==> config.mk <==
export PLATFORM = sky130hd
export DESIGN_NAME = mux_bus_ctrl
export DESIGN_NICKNAME = d
export VERILOG_FILES = /design/src/rtl/mbc_pkg.sv /design/src/rtl/mbc_fsm.sv /design/src/rtl/mbc_pinmux.sv /design/src/rtl/mux_bus_ctrl.sv
export SDC_FILE = /design/constraint.sdc
export NUM_CORES = 1
export LEC_CHECK = 0
export BUFFER_PORTS_ARGS = -buffer_cell sky130_fd_sc_hd__buf_2
export CELL_PAD_IN_SITES_DETAIL_PLACEMENT = 1
export CELL_PAD_IN_SITES_GLOBAL_PLACEMENT = 1
export CORE_ASPECT_RATIO = 2
export CORE_MARGIN = 10
export CORE_UTILIZATION = 42
export CTS_CLUSTER_SIZE = 8
export DETAILED_ROUTE_END_ITERATION = 16
export GPL_ROUTABILITY_DRIVEN = 0
export GPL_TIMING_DRIVEN = 0
export PLACE_DENSITY_LB_ADDON = 0.2
export SYNTH_ARGS = -nofsm -noshare
export SYNTH_HDL_FRONTEND = slang
export SYNTH_HIERARCHICAL = 1
export SYNTH_SLANG_ARGS = --single-unit
==> constraint.sdc <==
create_clock -name clk -period 2.17 [get_ports clk]
set_input_delay 0.1085 -clock clk [delete_from_list [all_inputs] [get_ports clk]]
set_output_delay 0.1085 -clock clk [all_outputs]
set_load 0.01 [all_outputs]
==> src/rtl/mbc_pkg.sv <==
`timescale 1ns/1ps
package mbc_pkg;

    // Bus phases; TW is a wait state, HOLD means the bus is floated for another master
    typedef enum logic [2:0] {
        ST_IDLE = 3'd0,
        ST_T1   = 3'd1,
        ST_T2   = 3'd2,
        ST_T3   = 3'd3,
        ST_TW   = 3'd4,
        ST_T4   = 3'd5,
        ST_HOLD = 3'd6
    } bus_state_e;

    // Single-bit control pins produced by the pin decoder
    typedef struct packed {
        logic ale;
        logic rd_n;
        logic wr_n;
        logic den_n;
        logic dt_r;
        logic io_m;
        logic bhe_n;
        logic bus_oe;
        logic ad_oe;
        logic hlda;
    } ctl_pins_t;

endpackage

==> src/rtl/mbc_fsm.sv <==
`timescale 1ns/1ps
module mbc_fsm
    import mbc_pkg::*;
#(
    parameter int AW   = 20,
    parameter int DW   = 16,
    parameter int SEGW = 2
) (
    input  logic              clk,
    input  logic              rst_n,
    input  logic              req_valid,
    input  logic [AW-1:0]     req_addr,
    input  logic [DW-1:0]     req_wdata,
    input  logic              req_write,
    input  logic              req_io,
    input  logic              req_bhe,
    input  logic [SEGW-1:0]   req_seg,
    input  logic              req_ie,
    input  logic              ready,
    input  logic              hold,
    input  logic [DW-1:0]     ad_in,
    output bus_state_e        state,
    output logic [AW-1:0]     cur_addr,
    output logic [DW-1:0]     cur_wdata,
    output logic              cur_write,
    output logic              cur_io,
    output logic              cur_bhe,
    output logic [SEGW-1:0]   cur_seg,
    output logic              cur_ie,
    output logic              done,
    output logic [DW-1:0]     rdata
);

    typedef struct packed {
        bus_state_e          st;
        logic [AW-1:0]       addr;
        logic [DW-1:0]       wdata;
        logic                write;
        logic                io;
        logic                bhe;
        logic [SEGW-1:0]     seg;
        logic                ie;
        logic                done;
        logic [DW-1:0]       rdata;
    } regs_t;

    regs_t r_d, r_q;

    always_comb begin
        r_d      = r_q;
        r_d.done = 1'b0;
        case (r_q.st)
            ST_IDLE: begin
                // hold wins over a pending request; a request seen with done is the old one
                if (hold) begin
                    r_d.st = ST_HOLD;
                end else if (req_valid && !r_q.done) begin
                    r_d.st    = ST_T1;
                    r_d.addr  = req_addr;
                    r_d.wdata = req_wdata;
                    r_d.write = req_write;
                    r_d.io    = req_io;
                    r_d.bhe   = req_bhe;
                    r_d.seg   = req_seg;
                    r_d.ie    = req_ie;
                end
            end
            ST_T1:   r_d.st = ST_T2;
            ST_T2:   r_d.st = ST_T3;
            ST_T3:   r_d.st = ready ? ST_T4 : ST_TW;
            ST_TW:   r_d.st = ready ? ST_T4 : ST_TW;
            ST_T4: begin
                r_d.st   = ST_IDLE;
                r_d.done = 1'b1;
                if (!r_q.write) begin
                    r_d.rdata = ad_in;
                end
            end
            ST_HOLD: begin
                if (!hold) begin
                    r_d.st = ST_IDLE;
                end
            end
            default: r_d.st = ST_IDLE;
        endcase
    end

    always_ff @(posedge clk or negedge rst_n) begin
        if (!rst_n) begin
            r_q <= '0;
        end else begin
            r_q <= r_d;
        end
    end

    assign state     = r_q.st;
    assign cur_addr  = r_q.addr;
    assign cur_wdata = r_q.wdata;
    assign cur_write = r_q.write;
    assign cur_io    = r_q.io;
    assign cur_bhe   = r_q.bhe;
    assign cur_seg   = r_q.seg;
    assign cur_ie    = r_q.ie;
    assign done      = r_q.done;
    assign rdata     = r_q.rdata;

endmodule

==> src/rtl/mbc_pinmux.sv <==
`timescale 1ns/1ps
module mbc_pinmux
    import mbc_pkg::*;
#(
    parameter int AW   = 20,
    parameter int DW   = 16,
    parameter int SEGW = 2
) (
    input  bus_state_e        state,
    input  logic [AW-1:0]     cur_addr,
    input  logic [DW-1:0]     cur_wdata,
    input  logic              cur_write,
    input  logic              cur_io,
    input  logic              cur_bhe,
    input  logic [SEGW-1:0]   cur_seg,
    input  logic              cur_ie,
    output logic [DW-1:0]     ad_out,
    output logic [AW-DW-1:0]  as_out,
    output ctl_pins_t         ctl
);

    localparam int UW = AW - DW;

    logic [UW-1:0] stat_w;

    // status word: segment code at the bottom, then the interrupt flag, zeros above
    for (genvar g = 0; g < UW; g++) begin : g_stat
        if (g < SEGW) begin : g_seg
            assign stat_w[g] = cur_seg[g];
        end else if (g == SEGW) begin : g_ie
            assign stat_w[g] = cur_ie;
        end else begin : g_zero
            assign stat_w[g] = 1'b0;
        end
    end

    logic data_phase;
    assign data_phase = (state == ST_T2) || (state == ST_T3) ||
                        (state == ST_TW) || (state == ST_T4);

    always_comb begin
        ctl        = '0;
        ctl.rd_n   = 1'b1;
        ctl.wr_n   = 1'b1;
        ctl.den_n  = 1'b1;
        ctl.bhe_n  = 1'b1;
        ctl.bus_oe = 1'b1;
        ad_out     = '0;
        as_out     = '0;

        if (state == ST_T1) begin
            ctl.ale   = 1'b1;
            ctl.ad_oe = 1'b1;
            ctl.bhe_n = !cur_bhe;
            ctl.dt_r  = cur_write;
            ctl.io_m  = cur_io;
            ad_out    = cur_addr[DW-1:0];
            as_out    = cur_addr[AW-1:DW];
        end

        if (data_phase) begin
            ctl.den_n = 1'b0;
            ctl.dt_r  = cur_write;
            ctl.io_m  = cur_io;
            as_out    = stat_w;
            if (cur_write) begin
                ctl.ad_oe = 1'b1;
                ad_out    = cur_wdata;
            end
            if (state != ST_T4) begin
                ctl.rd_n = cur_write;
                ctl.wr_n = !cur_write;
            end
        end

        if (state == ST_HOLD) begin
            ctl.bus_oe = 1'b0;
            ctl.hlda   = 1'b1;
        end
    end

endmodule

==> src/rtl/mux_bus_ctrl.sv <==
`timescale 1ns/1ps
module mux_bus_ctrl
    import mbc_pkg::*;
#(
    parameter int AW   = 20,
    parameter int DW   = 16,
    parameter int SEGW = 2
) (
    input  logic              clk,
    input  logic              rst_n,
    input  logic              req_valid,
    input  logic [AW-1:0]     req_addr,
    input  logic [DW-1:0]     req_wdata,
    input  logic              req_write,
    input  logic              req_io,
    input  logic              req_bhe,
    input  logic [SEGW-1:0]   req_seg,
    input  logic              req_ie,
    output logic              done,
    output logic [DW-1:0]     rdata,
    output logic [DW-1:0]     ad_out,
    input  logic [DW-1:0]     ad_in,
    output logic              ad_oe,
    output logic [AW-DW-1:0]  as_out,
    output logic              bhe_n,
    output logic              ale,
    output logic              rd_n,
    output logic              wr_n,
    output logic              den_n,
    output logic              dt_r,
    output logic              io_m,
    output logic              bus_oe,
    input  logic              ready,
    input  logic              hold,
    output logic              hlda
);

    bus_state_e          state;
    logic [AW-1:0]       cur_addr;
    logic [DW-1:0]       cur_wdata;
    logic                cur_write;
    logic                cur_io;
    logic                cur_bhe;
    logic [SEGW-1:0]     cur_seg;
    logic                cur_ie;
    ctl_pins_t           ctl;

    mbc_fsm #(.AW(AW), .DW(DW), .SEGW(SEGW)) u_fsm (
        .clk       (clk),
        .rst_n     (rst_n),
        .req_valid (req_valid),
        .req_addr  (req_addr),
        .req_wdata (req_wdata),
        .req_write (req_write),
        .req_io    (req_io),
        .req_bhe   (req_bhe),
        .req_seg   (req_seg),
        .req_ie    (req_ie),
        .ready     (ready),
        .hold      (hold),
        .ad_in     (ad_in),
        .state     (state),
        .cur_addr  (cur_addr),
        .cur_wdata (cur_wdata),
        .cur_write (cur_write),
        .cur_io    (cur_io),
        .cur_bhe   (cur_bhe),
        .cur_seg   (cur_seg),
        .cur_ie    (cur_ie),
        .done      (done),
        .rdata     (rdata)
    );

    mbc_pinmux #(.AW(AW), .DW(DW), .SEGW(SEGW)) u_pins (
        .state     (state),
        .cur_addr  (cur_addr),
        .cur_wdata (cur_wdata),
        .cur_write (cur_write),
        .cur_io    (cur_io),
        .cur_bhe   (cur_bhe),
        .cur_seg   (cur_seg),
        .cur_ie    (cur_ie),
        .ad_out    (ad_out),
        .as_out    (as_out),
        .ctl       (ctl)
    );

    assign ale    = ctl.ale;
    assign rd_n   = ctl.rd_n;
    assign wr_n   = ctl.wr_n;
    assign den_n  = ctl.den_n;
    assign dt_r   = ctl.dt_r;
    assign io_m   = ctl.io_m;
    assign bhe_n  = ctl.bhe_n;
    assign bus_oe = ctl.bus_oe;
    assign ad_oe  = ctl.ad_oe;
    assign hlda   = ctl.hlda;

endmodule

==> results_dict.tcl, run 1 <==
set metrics [dict create \
    cts_made_buffers 9 \
    status "completed" \
    syn_inst 253 \
    cp-end-kind "primary output" \
    power.density_cell_area_nw_per_um2 1483 \
    finalWirelength_microns 9846 \
    grt_pass1_wl_microns 15810 \
    antenna_found_initial 0 \
    synth_compound_area_share_pct 6.081 \
    synth_top_family_by_area "multiplexers" \
    rows 45 \
    min_period_ps 2041 \
    start_util_pct 42.82 \
    min_path_type "in -> reg" \
    avgViaCountPerCell 5.365 \
    drc 0 \
    drive_gt1_share_pct 46.95 \
    path_clk_slew_ps 50 \
    n_fill_cell 852 \
    cp_max_fo 10 \
    syn_area_per_cell_sq_um 12.77 \
    worst_pin_slew_ps 810.8 \
    cts_tree "done" \
    setup_viol 0 \
    nets 453 \
    fin_area_sq_um 4317 \
    fin_crit_sh_pct 94.04 \
    syn-num-nets 316 \
    grt.busiest_layer "met2" \
    worstSkewPairLatency_ps 330 \
    arrival_ps 1930 \
    fmax_ghz 0.4900 \
    pin_count 110 \
    ys_seq_elements 62 \
    p_sw_w 0.002379 \
    synthAdderAreaFrac_pct 0 \
    startpoint_type "register" \
    synth_area_sq_um 3231 \
    synth_top_area_share_pct 48.02 \
    post-dp-hpwl_microns 7167 \
    grt_max_degree 63 \
    met3_usage_pct 7.898 \
    clkPwrFrac_pct 19.2 \
    required_ps 2060 \
    ys_types 37 \
    clock_sinks 62 \
    routedWlPerCell_microns 20.18 \
    switching_share_pct 37.17 \
    grt-ovfl-total 0 \
    maxCapViolCount 0 \
    hold_violations 0 \
    yosysSeqAreaShare_pct 48.02 \
    yosysTopAreaCell "dfrtp_1" \
    die_w_microns 82.02 \
    dr.pass1.iters 4 \
    peakVddDrop_uv 752.4 \
    leakagePower_nw 2.037 \
    cts_max_path_buffers 2 \
    die_y_microns 144.0 \
    rsz0062_at_grt "no" \
    vias 2618 \
    n_antenna_cell 0 \
    p_comb_share_pct 47.1 \
    cts_root_buf "clkbuf_16" \
    drv_slew 0 \
    place_area_sq_um 3896 \
    crit_type "reg -> out" \
    dieArea_sq_um 11810 \
    core_area_sq_um 7545 \
    maxSlewHeadroom_pct 45.95 \
    grt_usage_pct 17.60 \
    finalSetupTns_ps 0 \
    postRouteAntennaNets 0 \
    skew_ps 2.177 \
    synth-simple-area-share_pct 18.55 \
    h-tree-depth 3 \
    ys_warn_count 6 \
    drt_iter0_drc 140 \
    synthXorXnorAreaFrac_pct 0 \
    p_seq_share_pct 33.6 \
    synthTopCellsByArea "dfrtp_1, mux2_2, mux2_1" \
    use_met2_pct 31.45 \
    grt_pass1_vias 3058 \
    area_growth_pct 33.62 \
    use_met1_pct 16.95 \
    p_total_w 0.006400 \
    port_buffers 109 \
    p_int_w 0.004021 \
    whs_ps 11.68 \
    synthMuxAreaShare_pct 22.04 \
]
==> cell type report <==
class,count,area [sq um],share of cell area (%)
flip-flops and latches,62,1551,35.94
plain buffers,24,163.9,3.797
inverters,2,7.507,0.1739
multi-input cells,165,1508,34.93
clock inverters,2,10.01,0.2319
well taps,94,117.6,2.725
repair buffers,126,718.2,16.64
clock buffers,13,240.2,5.565
==> layer usage <==
layer,share of wire (%),vias to the layer above
met5,0,-
met4,1.5,0
met2,56,87
met1,35,1308
li1,-,1213
met3,8.4,10
==> worst max-delay path, cell delays in order, from the launching register on <==
cell       delay, ps
dfrtp_1          460
buf_2            270
buf_1            400
nand4bb_1        190
o211ai_1         120
buf_2            170
==> cell families (layout without fill, tap and decap cells) <==
kind of cell / after synthesis / count (layout)
simple gates: 79 / 79
flops: 62 / 62
mux: 60 / 60
compound gates: 26 / 26
buf+inv: 26 / 167
==> power by group through the flow <==
stage | clock [W] | sequential, W | combinational, W
floorplan | 0 | 0.00212 | 0.00195
global placement | 0 | 0.00213 | 0.00294
detailed placement | 0 | 0.00216 | 0.00303
CTS | 0.00127 | 0.00216 | 0.00307
global route | 0.00133 | 0.00223 | 0.00330
finish | 0.00123 | 0.00215 | 0.00302
==> cell usage in the layout (no fill, tap or decap), types with 2 or more instances in the layout <==
cell	synthesis	layout
nand4bb_1	16	16
inv_1	2	2
a211o_1	3	3
nand4b_1	16	16
clkbuf_16	0	9
buf_4	2	3
nor2_1	5	5
clkbuf_1	5	8
mux2_4	10	10
dlygate4sd3_1	0	17
nor3b_2	2	2
clkinv_2	0	2
and3_1	2	2
mux2_2	32	32
buf_6	5	5
mux2_1	17	17
dfrtp_1	62	62
nor2b_1	3	3
nor4bb_1	3	3
o211ai_1	17	17
and3b_1	4	4
buf_1	1	2
buf_2	9	117
nand2_1	21	21
==> per-stage QoR <==
stage          worst slack [ps]  util, %  cells
2_1_floorplan             717.9        -    253
3_3_place_gp              453.2    51.61    456
3_5_place_dp              399.8    51.64    456
4_1_cts                   112.5    57.08    487
5_1_grt                   7.517    57.21    488
6_report                  129.3    57.21    488
==> flip-flops by register name (all words and copies together), names as in the netlist <==
register         cells
u_fsm/cur_addr      20
u_fsm/cur_bhe        1
u_fsm/cur_ie         1
u_fsm/cur_io         1
u_fsm/cur_seg        2
u_fsm/cur_wdata     16
u_fsm/cur_write      1
u_fsm/done           1
u_fsm/rdata         16
u_fsm/state          3
==> worst paths after layout <==
kind / cells past startpoint / from / to / slack [ps]
hold reg to reg: 1 / u_fsm/cur_io / u_fsm/cur_io / 480
hold / removal: 2 / ad_in[9] / u_fsm/rdata[9] / 10
setup / recovery: 5 / u_fsm/state[1] / ad_out[10] / 130
max in group asynchronous: 2 / rst_n / u_fsm/cur_write / 1220
min in group asynchronous: 2 / rst_n / u_fsm/cur_addr[7] / 410
setup reg to reg: 4 / u_fsm/state[0] / u_fsm/cur_bhe / 400
==> what timing repair did <==
item / CTS / global route
setup endpoints to repair: 0 / 1
resized for setup: 0 / 1
endpoints found under the hold margin: 77 / 1
hold buffers: 16 / 1
buffers inserted: 0 / 0
==> cells in the mapped netlist <==
| master | number |
|---|---|
| and2_1 | 1 |
| mux2_2 | 32 |
| buf_1 | 1 |
| mux2_4 | 10 |
| buf_6 | 5 |
| a211o_1 | 3 |
| o21bai_1 | 1 |
| clkbuf_1 | 5 |
| nor2b_4 | 1 |
| a21oi_1 | 1 |
| nand2b_1 | 1 |
| o21ai_0 | 1 |
| and3_1 | 2 |
| nor3b_2 | 2 |
| buf_2 | 9 |
| buf_4 | 2 |
| mux2_1 | 17 |
| nand4_2 | 1 |
| o2bb2ai_1 | 1 |
| or3_1 | 1 |
| nor4bb_1 | 3 |
| clkbuf_2 | 1 |
| nand3b_1 | 1 |
| nand2_1 | 21 |
| o211ai_1 | 17 |
| nand4b_1 | 16 |
| o221a_2 | 1 |
| nor2_1 | 5 |
| nor2b_1 | 3 |
| o21ai_1 | 1 |
| inv_1 | 2 |
| buf_12 | 1 |
| and3b_1 | 4 |
| dfrtp_1 | 62 |
| nand4bb_1 | 16 |
| and2b_1 | 1 |
| mux2i_1 | 1 |
(Power assumes the default switching activity.)
==> inputs of run 2 (changes only) <==
Settings changed: CORE_UTILIZATION 42 to 35.
Clock period 2.17 ns to 1.75 ns, I/O delays scaled along.
==> results_dict.tcl, run 2 (synthesized netlist as in run 1, its figures left out) <==
set metrics [dict create \
    drive_gt1_share_pct 47.07 \
    power.density_cell_area_nw_per_um2 1740 \
    whs_ps 12.31 \
    grt_usage_pct 16.19 \
    routedWlPerCell_microns 19.84 \
    leakagePower_nw 2.321 \
    skew_ps 4.898 \
    switching_share_pct 36.07 \
    drv_slew 0 \
    mostFrequentLayoutCells "buf_2, dfrtp_1, dlygate4sd3_1, mux2_2, nand2_1" \
    crit_type "reg -> out" \
    h-tree-depth 3 \
    min_period_ps 1719 \
    hold-path-cell-count 2 \
    maxCapViolCount 0 \
    die_w_microns 87.94 \
    p_sw_w 0.003115 \
    cts_made_buffers 9 \
    fmax_ghz 0.5817 \
    cts_tree "done" \
    rows 49 \
    required_ps 1660 \
    grt_pass1_wl_microns 17430 \
    avgViaCountPerCell 5.121 \
    path_clk_slew_ps 50 \
    worstSkewPairLatency_ps 320 \
    clkPwrFrac_pct 18.2 \
    cp-end-kind "primary output" \
    rsz0062_at_grt "yes" \
    r2r_setup_slack_ps 40 \
    p_seq_share_pct 30.5 \
    antenna_found_initial 0 \
    cts_max_path_buffers 2 \
    maxSlewHeadroom_pct 45.00 \
    post-dp-hpwl_microns 7347 \
    die_y_microns 155.9 \
    pin_count 110 \
    arrival_ps 1630 \
    p_int_w 0.005521 \
    ff2ff_path_depth 6 \
    nets 502 \
    min_path_type "in -> reg" \
    startpoint_type "register" \
    worst_pin_slew_ps 825.0 \
    start_util_pct 35.85 \
    clock_sinks 62 \
    final_cells 546 \
    p_comb_share_pct 51.3 \
    peakVddDrop_uv 955.9 \
    dieArea_sq_um 13710 \
    fin_crit_sh_pct 98.24 \
    final_util_pct 55.06 \
    grt_pass1_vias 3295 \
    grt-ovfl-total 0 \
    n_antenna_cell 0 \
    core_area_sq_um 9012 \
    grt_max_degree 63 \
    finalWirelength_microns 10830 \
    dr.pass1.iters 4 \
    area_growth_pct 53.60 \
    final_common_cell "buf_2" \
    dp.cells 464 \
    port_buffers 109 \
    postRouteAntennaNets 0 \
    setup_viol 0 \
    largest_reg_flops 20 \
    hold_violations 0 \
    status "completed" \
    drt_iter0_drc 94 \
    cp_max_fo 11 \
    cts_root_buf "clkbuf_16" \
    drc 0 \
    vias 2796 \
]
[run 2: cell count changes in the layout (fill, tap and decap cells not counted), sizes merged]
cell,previous run,this run
dlygate4sd3,17,56
buf,128,136
clkbuf,18,22
clkinv,2,1
[run 2: per-stage QoR]
stage / worst slack, ps / total power, W / setup TNS (ps) / cell area, sq um
final: 30.78 / 0.008636 / 0 / 4962
after global placement: 32.14 / 0.006313 / 0 / 3904
after floorplan: 297.9 / 0.005042 / 0 / 3231
after global routing: -29.20 / 0.009261 / -211.6 / 4962
after detailed placement: -22.88 / 0.006441 / -62.92 / 3906
after CTS: -10.71 / 0.008363 / -11.42 / 4815
[run 2: critical path, stage by stage, from the launching register on]
cell	delay, ps
dfrtp_2	420
buf_6	150
buf_8	150
and3b_1	180
a211o_1	270
buf_2	140
[run 2: cell type report]
class / instances / area, sq um
plain buffers: 22 / 215.2
clock buffers: 15 / 257.7
clock inverters: 1 / 5.005
fillers: 946 / 4050
inverters: 2 / 7.507
multi-input cells: 165 / 1543
flip-flops and latches: 62 / 1555
well taps: 102 / 127.6
repair buffers: 177 / 1251
[run 2: power groups by stage]
stage	clock network [W]	registers, W	logic, W
floorplan	0	0.00263	0.00241
global placement	0	0.00265	0.00367
detailed placement	0	0.00268	0.00376
CTS	0.00162	0.00264	0.00410
global route	0.00169	0.00274	0.00483
finish	0.00157	0.00263	0.00443
[run 2: final timing paths]
| kind | from | to |
|---|---|---|
| max | u_fsm/state[1] | as_out[2] |
| min | req_seg[0] | u_fsm/cur_seg[0] |
| max reg2reg | u_fsm/state[2] | u_fsm/cur_wdata[8] |
| min reg2reg | u_fsm/cur_addr[18] | u_fsm/cur_addr[18] |
| max in group asynchronous | rst_n | u_fsm/state[1] |
| min in group asynchronous | rst_n | u_fsm/cur_wdata[8] |
[run 2: what timing repair did]
action,CTS,global route
cloned,0,3
hold endpoints to repair,117,0
setup endpoints to repair,31,59
setup buffers,5,4
gates resized for setup,21,21
hold buffers,56,0
pin swaps,3,7
[run 2: per-layer routing]
metal	GRT usage, %	vias to the layer above	share of wire [%]
met1	16.80	1374	36
met5	0	-	0
li1	-	1315	-
met4	5.038	0	1.2
met3	6.695	9	8.0
met2	28.38	98	55
